File: src/rtl/wdr_pkg.sv
package wdr_pkg;
  localparam int unsigned ADDR_W = 8;
  localparam int unsigned DATA_W = 32;
  localparam logic [7:0]  KEY_BYTE = 8'h5A;
  localparam logic [ADDR_W-1:0] OFS_ARM  = 8'h1C;
  localparam logic [ADDR_W-1:0] OFS_STAT = 8'h20;
  localparam logic [ADDR_W-1:0] OFS_CNT  = 8'h24;

  typedef enum logic [1:0] {
    SEL_NONE = 2'd0,
    SEL_ARM  = 2'd1,
    SEL_STAT = 2'd2,
    SEL_CNT  = 2'd3
  } reg_sel_e;
endpackage

File: src/rtl/wdr_bus_dec.sv
module wdr_bus_dec
  import wdr_pkg::*;
#(
  parameter int unsigned WR_W = 20
) (
  input  logic              clk,
  input  logic              por_n,
  input  logic              req_valid,
  input  logic              req_ready,
  input  logic              req_write,
  input  logic [ADDR_W-1:0] req_addr,
  input  logic [DATA_W-1:0] req_wdata,
  input  logic [DATA_W-1:0] arm_rd,
  input  logic [DATA_W-1:0] stat_rd,
  input  logic [DATA_W-1:0] cnt_rd,
  output logic              wr_arm,
  output logic              wr_stat,
  output logic              wr_cnt,
  output logic [WR_W-1:0]   wr_val,
  output logic              rsp_valid,
  output logic [DATA_W-1:0] rsp_rdata
);
  reg_sel_e sel;
  logic     accept;
  logic     key_ok;
  logic     wr_go;

  always_comb begin
    unique case (req_addr)
      OFS_ARM:  sel = SEL_ARM;
      OFS_STAT: sel = SEL_STAT;
      OFS_CNT:  sel = SEL_CNT;
      default:  sel = SEL_NONE;
    endcase
  end

  assign accept  = req_valid && req_ready;
  assign key_ok  = (req_wdata[DATA_W-1 -: 8] == KEY_BYTE);
  assign wr_go   = accept && req_write && key_ok;
  assign wr_arm  = wr_go && (sel == SEL_ARM);
  assign wr_stat = wr_go && (sel == SEL_STAT);
  assign wr_cnt  = wr_go && (sel == SEL_CNT);
  assign wr_val  = req_wdata[WR_W-1:0];

  always_ff @(posedge clk or negedge por_n) begin
    if (!por_n) begin
      rsp_valid <= 1'b0;
      rsp_rdata <= '0;
    end else begin
      rsp_valid <= accept && !req_write;
      if (accept && !req_write) begin
        unique case (sel)
          SEL_ARM:  rsp_rdata <= arm_rd;
          SEL_STAT: rsp_rdata <= stat_rd;
          SEL_CNT:  rsp_rdata <= cnt_rd;
          default:  rsp_rdata <= '0;
        endcase
      end
    end
  end
endmodule

File: src/rtl/wdr_countdown.sv
module wdr_countdown #(
  parameter int unsigned CNT_W = 20
) (
  input  logic             clk,
  input  logic             por_n,
  input  logic             armed,
  input  logic             tick_en,
  input  logic             load,
  input  logic [CNT_W-1:0] load_val,
  output logic [CNT_W-1:0] count,
  output logic             expire
);
  logic at_zero;

  assign at_zero = (count == '0);
  assign expire  = armed && at_zero;

  always_ff @(posedge clk or negedge por_n) begin
    if (!por_n) begin
      count <= '0;
    end else if (load) begin
      count <= load_val;
    end else if (armed && tick_en && !at_zero) begin
      count <= count - 1'b1;
    end
  end
endmodule

File: src/rtl/wdr_rst_pulse.sv
module wdr_rst_pulse #(
  parameter int unsigned PULSE_CYCLES = 16
) (
  input  logic clk,
  input  logic por_n,
  input  logic fire,
  output logic rst_out
);
  localparam int unsigned PW = $clog2(PULSE_CYCLES + 1);
  localparam logic [PW-1:0] PLOAD = PW'(PULSE_CYCLES);

  logic [PW-1:0] left;

  always_ff @(posedge clk or negedge por_n) begin
    if (!por_n) begin
      left <= '0;
    end else if (fire) begin
      left <= PLOAD;
    end else if (left != '0) begin
      left <= left - 1'b1;
    end
  end

  assign rst_out = (left != '0);
endmodule

File: src/rtl/wdr_part_decode.sv
module wdr_part_decode #(
  parameter int unsigned STAT_W    = 12,
  parameter int unsigned PART_BITS = 6
) (
  input  logic [STAT_W-1:0]    status,
  output logic [PART_BITS-1:0] part,
  output logic                 halt
);
  for (genvar k = 0; k < PART_BITS; k++) begin : g_gather
    assign part[k] = status[2*k];
  end
  assign halt = &part;
endmodule

File: src/rtl/wdr_rstctl.sv
module wdr_rstctl
  import wdr_pkg::*;
#(
  parameter int unsigned CNT_W        = 20,
  parameter int unsigned ARM_W        = 12,
  parameter int unsigned STAT_W       = 12,
  parameter int unsigned PART_BITS    = 6,
  parameter int unsigned PULSE_CYCLES = 16,
  parameter int unsigned CFG_LSB      = 4,
  parameter int unsigned HARD_BIT     = 6
) (
  input  logic                 clk,
  input  logic                 por_n,
  input  logic                 tick_en,
  input  logic                 req_valid,
  output logic                 req_ready,
  input  logic                 req_write,
  input  logic [ADDR_W-1:0]    req_addr,
  input  logic [DATA_W-1:0]    req_wdata,
  output logic                 rsp_valid,
  output logic [DATA_W-1:0]    rsp_rdata,
  output logic                 sys_rst,
  output logic [PART_BITS-1:0] boot_part,
  output logic                 halt_req
);
  localparam int unsigned RUN_BIT = CFG_LSB + 1;

  logic              wr_arm, wr_stat, wr_cnt;
  logic [CNT_W-1:0]  wr_val;
  logic [ARM_W-1:0]  arm_q;
  logic [STAT_W-1:0] stat_q;
  logic [CNT_W-1:0]  count;
  logic              expire;
  logic              armed;

  assign armed     = arm_q[RUN_BIT];
  assign req_ready = !sys_rst;

  wdr_bus_dec #(.WR_W(CNT_W)) u_dec (
    .clk       (clk),
    .por_n     (por_n),
    .req_valid (req_valid),
    .req_ready (req_ready),
    .req_write (req_write),
    .req_addr  (req_addr),
    .req_wdata (req_wdata),
    .arm_rd    (DATA_W'(arm_q)),
    .stat_rd   (DATA_W'(stat_q)),
    .cnt_rd    (DATA_W'(count)),
    .wr_arm    (wr_arm),
    .wr_stat   (wr_stat),
    .wr_cnt    (wr_cnt),
    .wr_val    (wr_val),
    .rsp_valid (rsp_valid),
    .rsp_rdata (rsp_rdata)
  );

  wdr_countdown #(.CNT_W(CNT_W)) u_cnt (
    .clk      (clk),
    .por_n    (por_n),
    .armed    (armed),
    .tick_en  (tick_en),
    .load     (wr_cnt),
    .load_val (wr_val),
    .count    (count),
    .expire   (expire)
  );

  wdr_rst_pulse #(.PULSE_CYCLES(PULSE_CYCLES)) u_pulse (
    .clk     (clk),
    .por_n   (por_n),
    .fire    (expire),
    .rst_out (sys_rst)
  );

  // Arm register: software write first, expiry clears the configuration field.
  always_ff @(posedge clk or negedge por_n) begin
    if (!por_n) begin
      arm_q <= '0;
    end else begin
      if (wr_arm) arm_q <= wr_val[ARM_W-1:0];
      if (expire) arm_q[RUN_BIT:CFG_LSB] <= 2'b00;
    end
  end

  // Status register: power-on reset only; expiry flag wins over the written bit.
  always_ff @(posedge clk or negedge por_n) begin
    if (!por_n) begin
      stat_q <= '0;
    end else begin
      if (wr_stat) stat_q <= wr_val[STAT_W-1:0];
      if (expire)  stat_q[HARD_BIT] <= 1'b1;
    end
  end

  wdr_part_decode #(.STAT_W(STAT_W), .PART_BITS(PART_BITS)) u_part (
    .status (stat_q),
    .part   (boot_part),
    .halt   (halt_req)
  );
endmodule

File: config.mk
export PLATFORM = sky130hd
export DESIGN_NAME = wdr_rstctl
export DESIGN_NICKNAME = d
export VERILOG_FILES = /design/src/rtl/wdr_pkg.sv /design/src/rtl/wdr_bus_dec.sv /design/src/rtl/wdr_countdown.sv /design/src/rtl/wdr_rst_pulse.sv /design/src/rtl/wdr_part_decode.sv /design/src/rtl/wdr_rstctl.sv
export SDC_FILE = /design/constraint.sdc
export NUM_CORES = 1
export LEC_CHECK = 0
export BUFFER_PORTS_ARGS = -buffer_cell sky130_fd_sc_hd__buf_2
export CAP_MARGIN = 0
export CORE_MARGIN = 2
export CORE_UTILIZATION = 40
export CTS_BUF_LIST = sky130_fd_sc_hd__clkbuf_2
export DETAILED_ROUTE_END_ITERATION = 10
export GPL_ROUTABILITY_DRIVEN = 0
export HOLD_SLACK_MARGIN = 0.1
export SLEW_MARGIN = 20
export SYNTH_ARGS = -nofsm -noshare
export SYNTH_HDL_FRONTEND = slang
export SYNTH_SLANG_ARGS = --single-unit
File: constraint.sdc
create_clock -name clk -period 2.7 [get_ports clk]
set_input_delay 0.54 -clock clk [delete_from_list [all_inputs] [get_ports clk]]
set_output_delay 0.54 -clock clk [all_outputs]
set_load 0.05 [all_outputs]
==> summary.md, run 1 <==
| Metric | Value |
|---|---|
| Status | finished clean |
| EDFF count, synth | 0 |
| CTS H-tree depth | 3 |
| Core box area | 8640 µm² |
| Final Hold Viols | 0 |
| Period utilisation layout | 0.925 |
| Final setup vio count | 0 |
| Drt wl/cell | 15.7 µm |
| Post-synthesis cell type count | 44 |
| Hold Crit Class | input pin to async pin |
| First-pass GRT wire length | 13.5 mm |
| Most frequent cell after synthesis | dfrtp_1 |
| Post-Synthesis Cells | 341 |
| ANT nets after route | 0 |
| Slew HR | 0.413 |
| Unrepaired setup endpoints after global routing | false |
| Top area cells in the synthesized netlist | dfrtp_1, mux2_2, a22o_1, buf_4, nor2_1 |
| Post-synth top cells | dfrtp_1, nor2_1, nand2_1, mux2_2, a22o_1 |
| Cell family with most CP delay | buffers and inverters |
| Share of cells above drive strength 1 | 0.305 |
| Top-Level Pins | 87 |
| Gr ovfl total | 0 |
| Register area | 1750 µm² |
| DP Cell Count | 505 |
| Nets | 456 |
| Pleak | 0.00208 µW |
| Port buffer count | 70 |
| Synth Flop Type | dfrtp_1 |
| Fin. max-slew vios | 0 |
| Syn Area/Cell | 10.4 µm² |
| CTS tree | done |
| Critical Path End Type | primary output |
| Diodes inserted | 0 |
| DRT iter0 DRCs | 210 |
| Crit-path cells | inv_1 -> ha_1 -> nor2b_1 -> and2_1 -> buf_4 -> clkbuf_4 |
| CTS buffer count | 9 |
| Simple-gate portion of the synthesized area | 0.156 |
| Drt pass-1 iters | 4 |
| Total Neg Setup Slack | 0 ns |
| Yosys top cell by area | dfrtp_1 |
| Worst clock skew | 0.0218 ns |
| # clock sinks | 70 |
| Synth Area in Compound Gates | 0.146 |
| Yosys warning count | 0 |
| Crit path DAT | 1.96 ns |
| Die Y | 98.1 µm |
| Drt via density | 5.21 |
| Worst-Margin Slew | 0.881 ns |
| Die Wd | 98.1 µm |
| Vias in the first global route | 2725 |
| CP max stage cell | dfrtp_1 |
| Sequential area share after synthesis | 0.494 |
| Post-CTS Hold Buffers | 0 |
| Residual DRC count | 0 |
| Area Growth Syn to Fin | 15.9% |
| Die area | 9630 µm² |
| Maxcap violations | 0 |
| Initial core utilization | 0.410 |
| Power Dens Cells | 562 nW/µm² |
| Largest family of logic cells by synthesized area | simple AND/OR/NAND/NOR gates |
| Clk_lat worst skew | 0.50 ns |
| Synth top area share | 0.494 |
| Total power draw | 2310 µW |
| Final Critical Period | 2.50 ns |
| Max FO, Critical Path | 4 |
| Synth Area in Adders | 0.0106 |
| Total track usage | 0.177 |
| F_max | 401 MHz |
| FP Rows | 34 |
| Fillers | 852 |
| Seq cells post-synth | 70 |
| Detailed Place HPWL | 6.15 mm |
| Antenna violations before repair | 0 |
| Area share of xor/xnor cells in the synthesized design | 0.0371 |
| Slowest stage delay, CP | 0.45 ns |
| Cell Count, Final, Fillers Out | 521 |
| CP required | 2.16 ns |
| Mux cell area share after synthesis | 0.0822 |
| Largest net degree at the start of global routing | 71 |
| Detailed Route WL | 8.16 mm |
| Root Buffer | clkbuf_2 |
| Clock Pin Slew Worst Setup and Hold Paths | 0.20 ns |
| Total number of vias | 2715 |
| Startpoint types | flip-flop |
| CP Class | flip-flop to primary output |
| Asr flop ratio synth | 1.00 |
| Worst Path Buf+Inv | 3 |
| Multi-input combinational cell area | 1580 µm² |
| Clock Path Buffers | 2 |
| Maximum vdd drop | 295 µV |
| Post-synth design cell area | 3540 µm² |
timing repair:
action                                  in CTS  in global routing
setup buffers                                0                  0
gates resized for setup                      0                  1
endpoints found under the setup margin       0                  1
sequential cells by signal (all words and copies together) (netlist names):
name             cells
u_dec.rsp_rdata     20
u_dec.rsp_valid      1
stat_q              12
arm_q               12
u_pulse.left         5
u_cnt.count         20
cell usage in the layout (no fill, tap or decap), drive strengths merged, types with 2 or more instances in the layout:
master  count
o21a        3
nand3       6
dfrtp      70
ha          3
nand2      29
a21oi      18
a22o       20
nor2b       3
a22oi      13
clkinv      2
or3         2
bufinv      4
inv         7
nor2       34
nor3        9
clkbuf     10
nand3b      2
conb       12
nor4       11
and3        2
o21ai      14
buf        80
mux2i       4
xor2        4
mux2       22
xnor2      11
and2        3
nand4b      2
o211ai      2
final cells by class:
type,instances,area share
clock inverters,7,0.0332
well taps,108,0.0329
inverters,7,0.00640
clock buffers,9,0.0110
flip-flops and latches,70,0.426
multi-input cells,239,0.384
repair buffers,81,0.106
layer usage:
| layer | global-route usage | part of all wire | vias to the layer above |
|---|---|---|---|
| met5 | 0 | 0 | - |
| met4 | 0.0537 | 0.0051 | 0 |
| met3 | 0.0408 | 0.057 | 4 |
| met2 | 0.283 | 0.48 | 73 |
| met1 | 0.242 | 0.46 | 1320 |
| li1 | - | - | 1318 |
power by group:
part	total [µW]	switching [µW]	internal, µW
sequential	1120	29.4	1090
combinational	326	214	113
clock	865	377	487
worst reg2reg max path, cell delays in order, from the launching register on:
cell     delay (ns)
dfrtp_1        0.45
inv_1          0.11
ha_1           0.19
nor2b_1        0.17
and2_1         0.18
inv_2          0.08
nor4_4         0.37
nand3_2        0.30
buf_4          0.28
nor2_1         0.10
a21oi_1        0.04
kinds of logic after synthesis:
logic type / count (synthesis)
multiplexers: 26
AO/OA/AOI/OAI: 75
AND/OR/NAND/NOR: 108
flip-flops: 70
XOR/XNOR: 15
other: 1
buffers and inverters: 43
adder cells (fa/ha/maj): 3
path summary, 6_finish.rpt:
| kind | cells after the start | endpoint | slack [ns] | startpoint |
|---|---|---|---|---|
| max | 6 | req_ready | 0.20 | u_pulse.left[0] |
| min | 2 | stat_q[1] | 0.21 | por_n |
| max reg2reg | 10 | u_cnt.count[15] | 0.33 | u_pulse.left[0] |
| min reg2reg | 2 | u_dec.rsp_rdata[3] | 0.50 | u_dec.rsp_rdata[3] |
| max in group asynchronous | 2 | u_dec.rsp_rdata[4] | 1.90 | por_n |
| min in group clk | 3 | u_cnt.count[16] | 0.27 | req_wdata[16] |
through the flow:
stage	setup slack (ns)	hold slack [ns]	utilization	area (µm²)
CTS	0.133	0.216	0.475	4110
detailed placement	0.306	0.465	0.454	3920
finish	0.204	0.210	0.476	4110
global route	0.0252	0.209	0.476	4110
floorplan	0.220	0.244	-	3590
global placement	0.304	0.462	0.454	3920
No activity file was read; power rests on OpenSTA's default activity.
==> run 2, diff against run 1 <==
--- a/config.mk
+++ b/config.mk
@@ -13,7 +13,6 @@
 export DETAILED_ROUTE_END_ITERATION = 10
 export GPL_ROUTABILITY_DRIVEN = 0
 export HOLD_SLACK_MARGIN = 0.1
-export SLEW_MARGIN = 20
 export SYNTH_ARGS = -nofsm -noshare
 export SYNTH_HDL_FRONTEND = slang
 export SYNTH_SLANG_ARGS = --single-unit
==> constraint.sdc (replaced) <==
create_clock -name clk -period 2.34 [get_ports clk]
set_input_delay 0.468 -clock clk [delete_from_list [all_inputs] [get_ports clk]]
set_output_delay 0.468 -clock clk [all_outputs]
set_load 0.05 [all_outputs]
==> summary.md, run 2 (synthesis gave the netlist of run 1 again) <==
| Metric | Value |
|---|---|
| Status | finished clean |
| First-pass GRT wire length | 13.5 mm (-0.35%) |
| Slew HR | 0.494 (+0.0812) |
| Drt pass-1 iters | 4 (unchanged) |
| Total number of vias | 2802 (+3.2%) |
| Die Y | 98.1 µm (unchanged) |
| Period utilisation layout | 0.950 |
| DRT iter0 DRCs | 131 (-38%) |
| Top Registers | u_cnt.count: 20 flops, u_dec.rsp_rdata: 20 flops |
| Critical Path End | req_ready |
| Commonest non-fill, non-tap cell in the layout | dfrtp_1 |
| Total Neg Setup Slack | 0 ns (unchanged) |
| Drt via density | 5.28 (+1.3%) |
| Detailed Route WL | 8.31 mm (+1.8%) |
| Cell Count, Final, Fillers Out | 531 (+1.9%) |
| Final setup vio count | 0 (unchanged) |
| Max FO, Critical Path | 4 (unchanged) |
| Hold Crit Class | input pin to flip-flop |
| Die Wd | 98.1 µm (unchanged) |
| Most frequent cells in the layout | dfrtp_1, buf_2, nor2_1 |
| Core box area | 8640 µm² (unchanged) |
| Vias in the first global route | 2746 (+0.77%) |
| Fin. max-slew vios | 0 (unchanged) |
| Gr ovfl total | 0 (unchanged) |
| Detailed Place HPWL | 5.92 mm (-3.6%) |
| Clock Path Buffers | 2 (unchanged) |
| Worst-Margin Slew | 0.756 ns (-0.125 ns) |
| Maxcap violations | 0 (unchanged) |
| Residual DRC count | 0 (unchanged) |
| Nets | 466 (+2.2%) |
| Die area | 9630 µm² (unchanged) |
| Initial core utilization | 0.410 (unchanged) |
| CP Class | flip-flop to primary output |
| Maximum vdd drop | 272 µV (-7.9%) |
| Area Growth Syn to Fin | 17.8% |
| ANT nets after route | 0 (unchanged) |
| Final Hold Viols | 0 (unchanged) |
| Drt wl/cell | 15.6 µm (-0.14%) |
| Port buffer count | 70 (unchanged) |
| Reg2Reg Depth | 10 (unchanged) |
| Final instance area | 4180 µm² (+1.6%) |
| FP Rows | 34 (unchanged) |
| Critical Path End Type | primary output |
| Setup crit start | u_pulse.left[0] |
| R2R setup slack | 0.23 ns (-0.10 ns) |
| CTS tree | done |
| Share of cells above drive strength 1 | 0.336 (+0.0306) |
| CTS H-tree depth | 3 (unchanged) |
| F_max | 450 MHz |
| Clock Pin Slew Worst Setup and Hold Paths | 0.24 ns (+0.04 ns) |
| Unrepaired setup endpoints after global routing | false |
| # clock sinks | 70 (unchanged) |
| Fillers | 833 (-2.2%) |
| Total power draw | 2470 µW (+6.9%) |
| CTS buffer count | 9 (unchanged) |
| CP required | 1.87 ns (-0.29 ns) |
| Startpoint types | flip-flop |
| Final Critical Period | 2.22 ns |
| Crit path DAT | 1.76 ns (-0.20 ns) |
| Placed cell areas | 3970 µm² (+1.3%) |
| Core Util, Final | 0.483 (+0.00782) |
| Power Dens Cells | 592 nW/µm² (+5.2%) |
| Clk_lat worst skew | 0.53 ns (+0.03 ns) |
| Total track usage | 0.177 (-0.000188) |
| Root Buffer | clkbuf_2 |
| Worst clock skew | 0.0404 ns (+0.0186 ns) |
| Reg2reg start | u_pulse.left[0] |
| DP Cell Count | 510 (+0.99%) |
| Top-Level Pins | 87 (unchanged) |
| Critical R2R Capture | u_cnt.count[16] |
| Pleak | 0.00211 µW (+1.2%) |
| Largest net degree at the start of global routing | 71 (unchanged) |
| Antenna violations before repair | 0 (unchanged) |
| Diodes inserted | 0 (unchanged) |
-- run 2: cell types whose count changed in the layout (fill, tap and decap cells not counted), sizes merged --
cell / before / now
bufinv: 4 / 1
buf: 80 / 90
clkbuf: 10 / 9
dlygate4sd3: 0 / 1
inv: 7 / 8
clkinvlp: 1 / 3
-- run 2: cell type report --
cell class | instances | area (µm²) | area share
Sequential cell | 70 | 1750 | 0.420
Clock inverter | 7 | 73.8 | 0.0177
Clock buffer | 9 | 45.0 | 0.0108
Inverter | 7 | 26.3 | 0.00629
Multi-Input combinational cell | 239 | 1600 | 0.383
Tap cell | 108 | 135 | 0.0324
Timing Repair Buffer | 91 | 543 | 0.130
-- run 2: repair_timing --
action,CTS,global route
endpoints found under the hold margin,70,0
setup endpoints to repair,2,21
setup buffers,1,3
resized for setup,5,9
hold buffers,1,0
-- run 2: metal layers --
layer / vias to the layer above / track usage / part of all wire
li1: 1348 / - / -
met1: 1345 / 0.245 / 0.47
met2: 96 / 0.274 / 0.45
met3: 13 / 0.0372 / 0.066
met4: 0 / 0.0685 / 0.017
met5: - / 0 / 0
-- run 2: through the flow --
stage | hold WS, ns | setup slack, ns
after global placement | 0.463 | 0.0225
after floorplan | 0.172 | 0.119
after CTS | 0.145 | 0.0167
after global routing | 0.162 | 0.00258
after detailed placement | 0.477 | -0.00289
final | 0.183 | 0.116
-- run 2: how the worst min path moves through the flow --
stage                                    from             endpoint  slack (ns)  cells past startpoint
final                            req_wdata[4]            stat_q[4]        0.18                      2
after global routing             req_wdata[4]            stat_q[4]        0.16                      2
after CTS                        req_wdata[4]            stat_q[4]        0.15                      2
after detailed placement   u_dec.rsp_rdata[4]   u_dec.rsp_rdata[4]        0.48                      2
after global placement    u_dec.rsp_rdata[10]  u_dec.rsp_rdata[10]        0.46                      2
after floorplan                         por_n             arm_q[0]        0.17                      0
-- run 2: power by group --
| part | internal, µW | total, µW | switching (µW) | leakage, µW |
|---|---|---|---|---|
| Combinational | 201 | 470 | 269 | 0.00108 |
| Clock | 247 | 704 | 457 | 0.0000622 |
| Sequential | 1260 | 1300 | 38.2 | 0.000959 |
| Total | 1710 | 2470 | 765 | 0.00211 |
-- run 2: worst max-delay path, stage by stage, from the launching register on --
cell	delay, ns
dfrtp_1	0.43
inv_2	0.08
ha_2	0.18
nor2b_4	0.14
and2_4	0.15
buf_4	0.13
buf_8	0.14
